$ cat src/rtl/lru_pkg.sv
package lru_pkg;
  // number of unordered way pairs
  function automatic int pair_count(input int n);
    return (n * (n - 1)) / 2;
  endfunction

  // flat slot of pair (lo,hi), lo < hi, rows laid out lo-major
  function automatic int pair_slot(input int lo, input int hi, input int n);
    return lo * n - (lo * (lo + 1)) / 2 + (hi - lo - 1);
  endfunction
endpackage

$ cat src/rtl/lru_pair_cell.sv
// One ordering flop for ways LO < HI.
// lo_fresher = 1 : LO used more recently (HI is the older one)
// lo_fresher = 0 : HI used more recently (LO is the older one)
module lru_pair_cell #(
  parameter int IDX_W = 2,
  parameter int LO    = 0,
  parameter int HI    = 1
) (
  input  logic             clk,
  input  logic             rst_n,
  input  logic             touch_valid,
  input  logic [IDX_W-1:0] touch_way,
  output logic             lo_fresher
);
  logic hit_lo, hit_hi;
  assign hit_lo = touch_valid && (touch_way == IDX_W'(LO));
  assign hit_hi = touch_valid && (touch_way == IDX_W'(HI));

  always_ff @(posedge clk or negedge rst_n) begin
    if (!rst_n)      lo_fresher <= 1'b0;
    else if (hit_lo) lo_fresher <= 1'b1;
    else if (hit_hi) lo_fresher <= 1'b0;
  end

  // the touched member of the pair becomes the fresher one
  a_r3_lo_touch_fresh: assert property (@(posedge clk) disable iff (!rst_n)
    (touch_valid && touch_way == IDX_W'(LO)) |=> lo_fresher);
  a_r3_hi_touch_fresh: assert property (@(posedge clk) disable iff (!rst_n)
    (touch_valid && touch_way == IDX_W'(HI)) |=> !lo_fresher);
  // pair holds when neither member is touched
  a_r4_pair_hold: assert property (@(posedge clk) disable iff (!rst_n)
    !(touch_valid && (touch_way == IDX_W'(LO) || touch_way == IDX_W'(HI)))
      |=> $stable(lo_fresher));
endmodule

$ cat src/rtl/lru_victim_decode.sv
// Decodes pair bits into the one way older than every other way.
module lru_victim_decode #(
  parameter int WAYS  = 4,
  parameter int IDX_W = $clog2(WAYS),
  parameter int NPAIR = lru_pkg::pair_count(WAYS)
) (
  input  logic [NPAIR-1:0] order_bits,
  output logic [WAYS-1:0]  victim_hit,
  output logic [IDX_W-1:0] victim_idx
);
  import lru_pkg::*;

  always_comb begin
    for (int w = 0; w < WAYS; w++) begin
      victim_hit[w] = 1'b1;
      // way w as HI member: must be the older one -> lo_fresher = 1
      for (int i = 0; i < w; i++)
        victim_hit[w] &= order_bits[pair_slot(i, w, WAYS)];
      // way w as LO member: must be the older one -> lo_fresher = 0
      for (int j = w + 1; j < WAYS; j++)
        victim_hit[w] &= ~order_bits[pair_slot(w, j, WAYS)];
    end
  end

  always_comb begin
    victim_idx = '0;
    for (int w = 0; w < WAYS; w++)
      if (victim_hit[w]) victim_idx = IDX_W'(w);
  end
endmodule

$ cat src/rtl/lru_pairwise_victim.sv
module lru_pairwise_victim #(
  parameter int WAYS = 4,
  localparam int IDX_W = $clog2(WAYS),
  localparam int NPAIR = lru_pkg::pair_count(WAYS)
) (
  input  logic             clk,
  input  logic             rst_n,
  input  logic             touch_valid,
  input  logic [IDX_W-1:0] touch_way,
  output logic [IDX_W-1:0] victim_way
);
  import lru_pkg::*;

  logic [NPAIR-1:0] order_q;
  logic [WAYS-1:0]  victim_hit;

  for (genvar gi = 0; gi < WAYS; gi++) begin : g_lo
    for (genvar gj = gi + 1; gj < WAYS; gj++) begin : g_hi
      lru_pair_cell #(.IDX_W(IDX_W), .LO(gi), .HI(gj)) u_cell (
        .clk        (clk),
        .rst_n      (rst_n),
        .touch_valid(touch_valid),
        .touch_way  (touch_way),
        .lo_fresher (order_q[pair_slot(gi, gj, WAYS)])
      );
    end
  end

  lru_victim_decode #(.WAYS(WAYS), .IDX_W(IDX_W), .NPAIR(NPAIR)) u_dec (
    .order_bits(order_q),
    .victim_hit(victim_hit),
    .victim_idx(victim_way)
  );

  // pair state always encodes a total order -> one candidate
  a_r6_single_victim: assert property (@(posedge clk) disable iff (!rst_n)
    $countones(victim_hit) == 1);
  // the way just touched cannot be chosen
  a_r2_touched_not_victim: assert property (@(posedge clk) disable iff (!rst_n)
    touch_valid |=> (victim_way != $past(touch_way)));
  // no strobe, no change in the choice
  a_r4_idle_stable: assert property (@(posedge clk) disable iff (!rst_n)
    !touch_valid |=> $stable(victim_way));
endmodule

$ cat config.mk
export PLATFORM = sky130hd
export DESIGN_NAME = lru_pairwise_victim
export DESIGN_NICKNAME = d
export VERILOG_FILES = /design/src/rtl/lru_pkg.sv /design/src/rtl/lru_pair_cell.sv /design/src/rtl/lru_victim_decode.sv /design/src/rtl/lru_pairwise_victim.sv
export SDC_FILE = /design/constraint.sdc
export NUM_CORES = 1
export LEC_CHECK = 0
export BUFFER_PORTS_ARGS = -buffer_cell sky130_fd_sc_hd__buf_2
export CORE_AREA = 2 2 39 41
export CTS_CLUSTER_DIAMETER = 50
export CTS_CLUSTER_SIZE = 14
export DETAILED_ROUTE_END_ITERATION = 7
export DIE_AREA = 0 0 41 43
export SYNTH_ARGS = -nofsm -noshare
export SYNTH_HDL_FRONTEND = slang
export SYNTH_SLANG_ARGS = --single-unit
export TNS_END_PERCENT = 10
$ cat constraint.sdc
create_clock -name clk -period 0.9 [get_ports clk]
set_input_delay 0.045 -clock clk [delete_from_list [all_inputs] [get_ports clk]]
set_output_delay 0.045 -clock clk [all_outputs]
set_load 0.05 [all_outputs]
==> metrics.md, run 1 <==
| Metric | Value |
|---|---|
| Status | `complete, but fails checks` |
| Violations in the final reports | `negative setup slack` |
| Lkg Pwr | `0.207 nW` |
| Critical Path Source | `g_lo[1].g_hi[3].u_cell.lo_fresher` |
| Number of diodes added for antenna fixing | `0` |
| Flops & latches, synth | `6` |
| Starting density of the core | `0.189` |
| Floorplan die area | `1760 um^2` |
| GR Util met1 | `0.102` |
| Routed Antenna Nets | `0` |
| Via count | `243` |
| Die width | `41 um` |
| Maximum fanout count along the critical path | `3` |
| Fraction of final layout cells sized beyond drive strength 1 | `0.467` |
| Number of synthesized flops with an enable pin | `0` |
| Met3 track demand over resource | `0.0314` |
| Beginning of the worst register-to-register path | `g_lo[1].g_hi[2].u_cell.lo_fresher` |
| Most frequent cells after synthesis | `7 x nand2_1, 6 x dfrtp_1, 5 x o21ai_1` |
| Area of all placed cells without fillers | `444 um^2` |
| Setup slack on the worst flop-to-flop path | `0.06 ns` |
| Overall fraction of global-route tracks in use | `0.0819` |
| TritonCTS clock tree | `yes` |
| Number of warnings reported in the yosys synthesis log | `0` |
| Worst hold path type | `in -> reg` |
| Cell family with most CP delay | `flip-flops` |
| Leading area contributor after synthesis | `dfrtp_1` |
| End of the worst hold path | `g_lo[1].g_hi[3].u_cell.lo_fresher` |
| Site row count | `14` |
| Clock latency on the worst-skew pair | `0.24 ns` |
| Peak VDD IR | `651 uV` |
| Global routing's busiest layer | `met1` |
| Detailed Routing Iterations Pass 1 | `4` |
| Post-synthesis net count | `35` |
| Number of CTS-inserted buffers | `3` |
| Peak Freq | `895 MHz` |
| Number of buffers inserted by port buffering | `6` |
| Final Hold Fails | `0` |
| Worst reg2reg endpoint | `g_lo[1].g_hi[2].u_cell.lo_fresher` |
| Count of unique library cells instantiated by Yosys | `10` |
| Number of global-route vias before repair | `218` |
| Final Wtd Congestion | `0.756` |
| Normalized max-slew margin | `0.902` |
| Number of fillers in the final layout | `150` |
| Placed Cells incl. Taps | `56` |
| Met2 track demand over resource in global routing | `0.0906` |
| Pins Over Slew Limit | `0` |
| Final cell count without fillers | `61` |
| Source of the worst hold timing path | `touch_way[1]` |
| Global route total overflow | `0` |
| Worst hold path depth | `2` |
| Clock transition time at the flip-flop clock pins of the worst setup and hold paths | `0.04 ns` |
| Smallest setup slack after layout | `-0.217 ns` |
| Largest registers | `g_lo.g_hi.u_cell.lo_fresher: 6 flops` |
| Largest cells by area after synthesis | `dfrtp_1 57%, nand2_1 10%, o21ai_1 9.6%` |
| Slowest cell on crit path | `dfrtp_1` |
| Max-capacitance violation count | `0` |
| Vias per Instance | `3.98` |
| CTS Sinks | `6` |
| Critical path's largest stage delay | `0.40 ns` |
| Cell with the most instances after synthesis | `nand2_1` |
| Syn Area/Cell | `8.72 um^2` |
| Data required time of the worst path | `0.85 ns` |
| Launching element type of the critical path | `register` |
| Hold WS | `0.0127 ns` |
| Core Box Area | `1380 um^2` |
| Maximum number of pins on one net before global-route repair | `8` |
| Share of the synthesized area in the top cell type | `0.574` |
| Flip-flop count of the largest register, all copies and words added | `6` |
| Level count of the clock H-tree | `1` |
| Slew of the pin with the lowest slew margin | `0.147 ns` |
| Final setup violating endpoints | `2` |
| Post-synth top flop | `dfrtp_1` |
| Antenna violations before repair | `0` |
| Chip height | `43 um` |
| Unrepaired setup endpoints after global routing | `true` |
| Proportion of synthesized flip-flops having asynchronous set or reset | `1.00` |
| Sequential-to-total area share from yosys stat | `0.574` |
| Drt total wl | `533 um` |
| Area of the mapped netlist | `262 um^2` |
| Number of cells on the worst reg-to-reg path | `3` |
| Drt wl/cell | `8.74 um` |
| DRC Markers | `0` |
| HPWL after detailed placement | `389 um` |
| Arrival time of data at the critical path endpoint | `1.07 ns` |
| Post-Synthesis Cells | `30` |
| Final cycle utilization of the critical path | `1.24` |
| Number of violations reported at the end of detailed-routing iteration 0 | `8` |
| Fin Clk Skew | `0 ns` |
| Critical Setup Path Class | `reg -> out` |
| # IOs | `7` |
| Crit. End Element | `output pin` |
| Area added between synthesis and finish | `69.9%` |
| Maximum clock path buffer count | `2` |
| Final period demand of the worst path | `1.12 ns` |
| Cells along the critical path | `nand2b_4 > o21ai_4 > buf_8` |
| Combined buffer and inverter count along the critical path | `1` |
| Wire length of the first global-routing pass | `883 um` |
| Register with the most flip-flops | `g_lo.g_hi.u_cell.lo_fresher` |
| Layout Nets | `52` |
| Instance area at placement | `364 um^2` |
| Pwr Density | `1870 nW/um^2` |
| CTS Root Buffer Type | `clkbuf_4` |
==> final cells by class <==
class / count / area (um^2) / share of cell area
inverters: 1 / 3.75 / 0.00845
flip-flops and latches: 6 / 151 / 0.341
repair buffers: 12 / 97.6 / 0.220
clock buffers: 3 / 22.5 / 0.0507
multi-input cells: 23 / 149 / 0.335
well taps: 16 / 20.0 / 0.0451
==> metrics by stage <==
stage | utilization | total power [W] | TNS, ns | setup WS [ns]
2_1_floorplan | - | 0.000453 | -0.00144 | -0.00144
3_3_place_gp | 0.263 | 0.000526 | -0.0973 | -0.0530
3_5_place_dp | 0.263 | 0.000530 | -0.124 | -0.0743
4_1_cts | 0.307 | 0.000820 | -0.455 | -0.228
5_1_grt | 0.321 | 0.000869 | -0.476 | -0.247
6_report | 0.321 | 0.000830 | -0.417 | -0.217
==> worst max path at each step <==
| stage | end | cells past startpoint |
|---|---|---|
| after floorplan | victim_way[0] | 2 |
| after CTS | victim_way[0] | 3 |
| after global routing | victim_way[0] | 3 |
| final | victim_way[0] | 3 |
| after detailed placement | victim_way[0] | 3 |
| after global placement | victim_way[0] | 3 |
==> power by group <==
group	internal (W)	total, W	switching (W)
Combinational	0.000124	0.000248	0.000124
Clock	0.000150	0.000243	0.0000921
Sequential	0.000305	0.000340	0.0000344
Total	0.000580	0.000830	0.000250
==> metal layers <==
metal  vias to the layer above  wire length (um)
li1                        131                 -
met1                       100               260
met2                         8               222
met3                         4                33
met4                         0                16
met5                         -                 0
==> placed cells by master (no fill, tap or decap), drive strengths merged <==
cell         count
inv              1
a21oi            1
nand2            7
nor2             3
o21ai            8
dfrtp            6
buf             11
and2b            1
nand2b           2
dlygate4sd3      1
nand3            1
clkbuf           3
==> cell families after synthesis <==
logic type,share of synthesized area
AND/OR/NAND/NOR,0.239
buffers and inverters,0.0143
AO/OA/AOI/OAI,0.172
flip-flops,0.574
==> repair_timing <==
item                                   CTS  global route
buffers inserted                         0             1
endpoints found under the hold margin    6             0
resized for setup                        7             4
hold buffers                             1             0
setup endpoints to repair                2             3
pin swaps                                0             1
==> worst register-to-register path, cell delays in order, from the launching register on <==
cell     delay (ns)
dfrtp_2        0.43
buf_4          0.15
a21oi_2        0.10
nor2_1         0.04
No activity file was read; power rests on OpenSTA's default activity.
==> run 2, diff against run 1 <==
Settings changed: PLACE_DENSITY from default to 0.47, REMOVE_ABC_BUFFERS from default to 1.
==> metrics.md, run 2 (same netlist as run 1, synthesis figures left out) <==
| Metric | Value |
|---|---|
| Final setup violating endpoints | `3` |
| Drt total wl | `548 um` |
| Pins Over Slew Limit | `0` |
| Critical Setup Path Class | `reg -> out` |
| Share of total power in combinational logic | `0.264` |
| Number of cells on the worst reg-to-reg path | `5` |
| Area of all placed cells without fillers | `402 um^2` |
| CTS Root Buffer Type | `clkbuf_4` |
| Maximum fanout count along the critical path | `3` |
| Overall Power | `0.000792 W` |
| Detailed Routing Iterations Pass 1 | `4` |
| Lkg Pwr | `0.197 nW` |
| Flip-flop count of the largest register, all copies and words added | `6` |
| Antenna violations before repair | `0` |
| Number of violations reported at the end of detailed-routing iteration 0 | `3` |
| Normalized max-slew margin | `0.906` |
| TritonCTS clock tree | `yes` |
| Final cycle utilization of the critical path | `1.21` |
| Maximum number of pins on one net before global-route repair | `8` |
| Register with the most flip-flops | `g_lo.g_hi.u_cell.lo_fresher` |
| Net switching power figure | `0.000239 W` |
| DRC Markers | `0` |
| Setup slack on the worst flop-to-flop path | `-0.07 ns` |
| Site row count | `14` |
| Overall fraction of global-route tracks in use | `0.0940` |
| Wire length of the first global-routing pass | `1010 um` |
| CTS Sinks | `6` |
| Layout Nets | `51` |
| Slew of the pin with the lowest slew margin | `0.140 ns` |
| Number of CTS-inserted buffers | `3` |
| Data required time of the worst path | `0.85 ns` |
| Pwr Density | `1970 nW/um^2` |
| Level count of the clock H-tree | `1` |
| Instance area at placement | `327 um^2` |
| Global route total overflow | `0` |
| Beginning of the worst register-to-register path | `g_lo[1].g_hi[3].u_cell.lo_fresher` |
| Destination of the critical timing path | `victim_way[0]` |
| Arrival time of data at the critical path endpoint | `1.05 ns` |
| Core Box Area | `1380 um^2` |
| Clock transition time at the flip-flop clock pins of the worst setup and hold paths | `0.04 ns` |
| Hold WS | `0.0145 ns` |
| Commonest non-fill, non-tap cells in the layout | `7 x nand2_1, 6 x dfrtp_1, 5 x o21ai_1, 4 x buf_2, 4 x buf_4` |
| Internal power summed over all cells | `0.000553 W` |
| Max-capacitance violation count | `0` |
| Source of the worst hold timing path | `touch_way[1]` |
| Vias per Instance | `4.28` |
| Number of global-route vias before repair | `244` |
| Violations in the final reports | `negative setup slack` |
| Peak Freq | `916 MHz` |
| Worst slack, placed | `-0.0500 ns` |
| Status | `complete, but fails checks` |
| Worst reg2reg endpoint | `g_lo[1].g_hi[3].u_cell.lo_fresher` |
| Area added between synthesis and finish | `53.6%` |
| Number of diodes added for antenna fixing | `0` |
| Sequential Power Share | `0.421` |
| # IOs | `7` |
| Clock Power Share | `0.315` |
| Number of buffers inserted by port buffering | `6` |
| Fin Clk Skew | `0 ns` |
| Chip height | `43 um` |
| Peak VDD IR | `564 uV` |
| Final period demand of the worst path | `1.09 ns` |
| Largest registers | `g_lo.g_hi.u_cell.lo_fresher: 6 flops` |
| Smallest setup slack after layout | `-0.191 ns` |
| Final Wtd Congestion | `0.753` |
| Critical Path Source | `g_lo[1].g_hi[3].u_cell.lo_fresher` |
| Unrepaired setup endpoints after global routing | `true` |
| Final Hold Fails | `0` |
| Crit. End Element | `output pin` |
| Starting density of the core | `0.189` |
| Most frequent standard cell in the layout excluding fill and tap cells | `nand2_1` |
| Worst hold path type | `in -> reg` |
| Launching element type of the critical path | `register` |
| Die width | `41 um` |
| Drt wl/cell | `9.13 um` |
| Switching power share of the total | `0.301` |
| Maximum clock path buffer count | `2` |
| Floorplan die area | `1760 um^2` |
| Fraction of final layout cells sized beyond drive strength 1 | `0.364` |
| Routed Antenna Nets | `0` |
| Via count | `257` |
| Clock latency on the worst-skew pair | `0.24 ns` |
-- run 2: cell types whose count changed in the layout (fill, tap and decap cells not counted), sizes merged --
cell	before	now
buf	11	10
-- run 2: per-layer routing --
metal / part of all wire / vias to the layer above / global-route usage
li1: - / 134 / -
met1: 0.46 / 110 / 0.102
met2: 0.43 / 9 / 0.119
met3: 0.062 / 4 / 0.0471
met4: 0.040 / 0 / 0.100
met5: 0 / - / 0
-- run 2: power groups by stage --
stage                     registers, W  logic, W  clock network [W]
after CTS                     0.000332  0.000200           0.000258
final                         0.000333  0.000209           0.000250
after global placement        0.000331  0.000156                  0
after floorplan               0.000324  0.000101                  0
after global routing          0.000338  0.000231           0.000279
after detailed placement      0.000331  0.000157                  0
-- run 2: how the worst min path moves through the flow --
stage,slack [ns],cells after the start,endpoint
global route,0.02,2,g_lo[1].g_hi[3].u_cell.lo_fresher
CTS,0.01,2,g_lo[1].g_hi[3].u_cell.lo_fresher
finish,0.01,2,g_lo[1].g_hi[3].u_cell.lo_fresher
floorplan,-0.25,0,g_lo[0].g_hi[1].u_cell.lo_fresher
detailed placement,-0.12,1,g_lo[0].g_hi[3].u_cell.lo_fresher
global placement,-0.12,1,g_lo[0].g_hi[2].u_cell.lo_fresher
-- run 2: final cells by class --
class                      count  area [um^2]
tap                           16         20.0
clock buffer                   3         22.5
fill                         155          982
multi-input combinational     23          123
sequential                     6          150
inverter                       1         3.75
timing repair buffer          11         82.6
-- run 2: per-stage QoR --
step                utilization  setup TNS [ns]  cells
floorplan                     -           -1.37     30
global placement          0.236         -0.0406     54
detailed placement        0.236         -0.0500     54
CTS                       0.282          -0.412     59
global route              0.290          -0.559     60
finish                    0.290          -0.422     60
-- run 2: timing repair --
| item | in CTS | in global routing |
|---|---|---|
| hold endpoints to repair | 6 | 0 |
| cloned | 0 | 0 |
| gates resized for setup | 8 | 1 |
| pin swaps | 1 | 1 |
| hold buffers | 1 | 0 |
| endpoints found under the setup margin | 2 | 2 |
| buffers inserted | 1 | 1 |
-- run 2: worst max-delay path: stages (launching register included) --
cell and delay [ns]:
dfrtp_1 0.38, nand2b_4 0.14, o21ai_2 0.11, buf_6 0.17
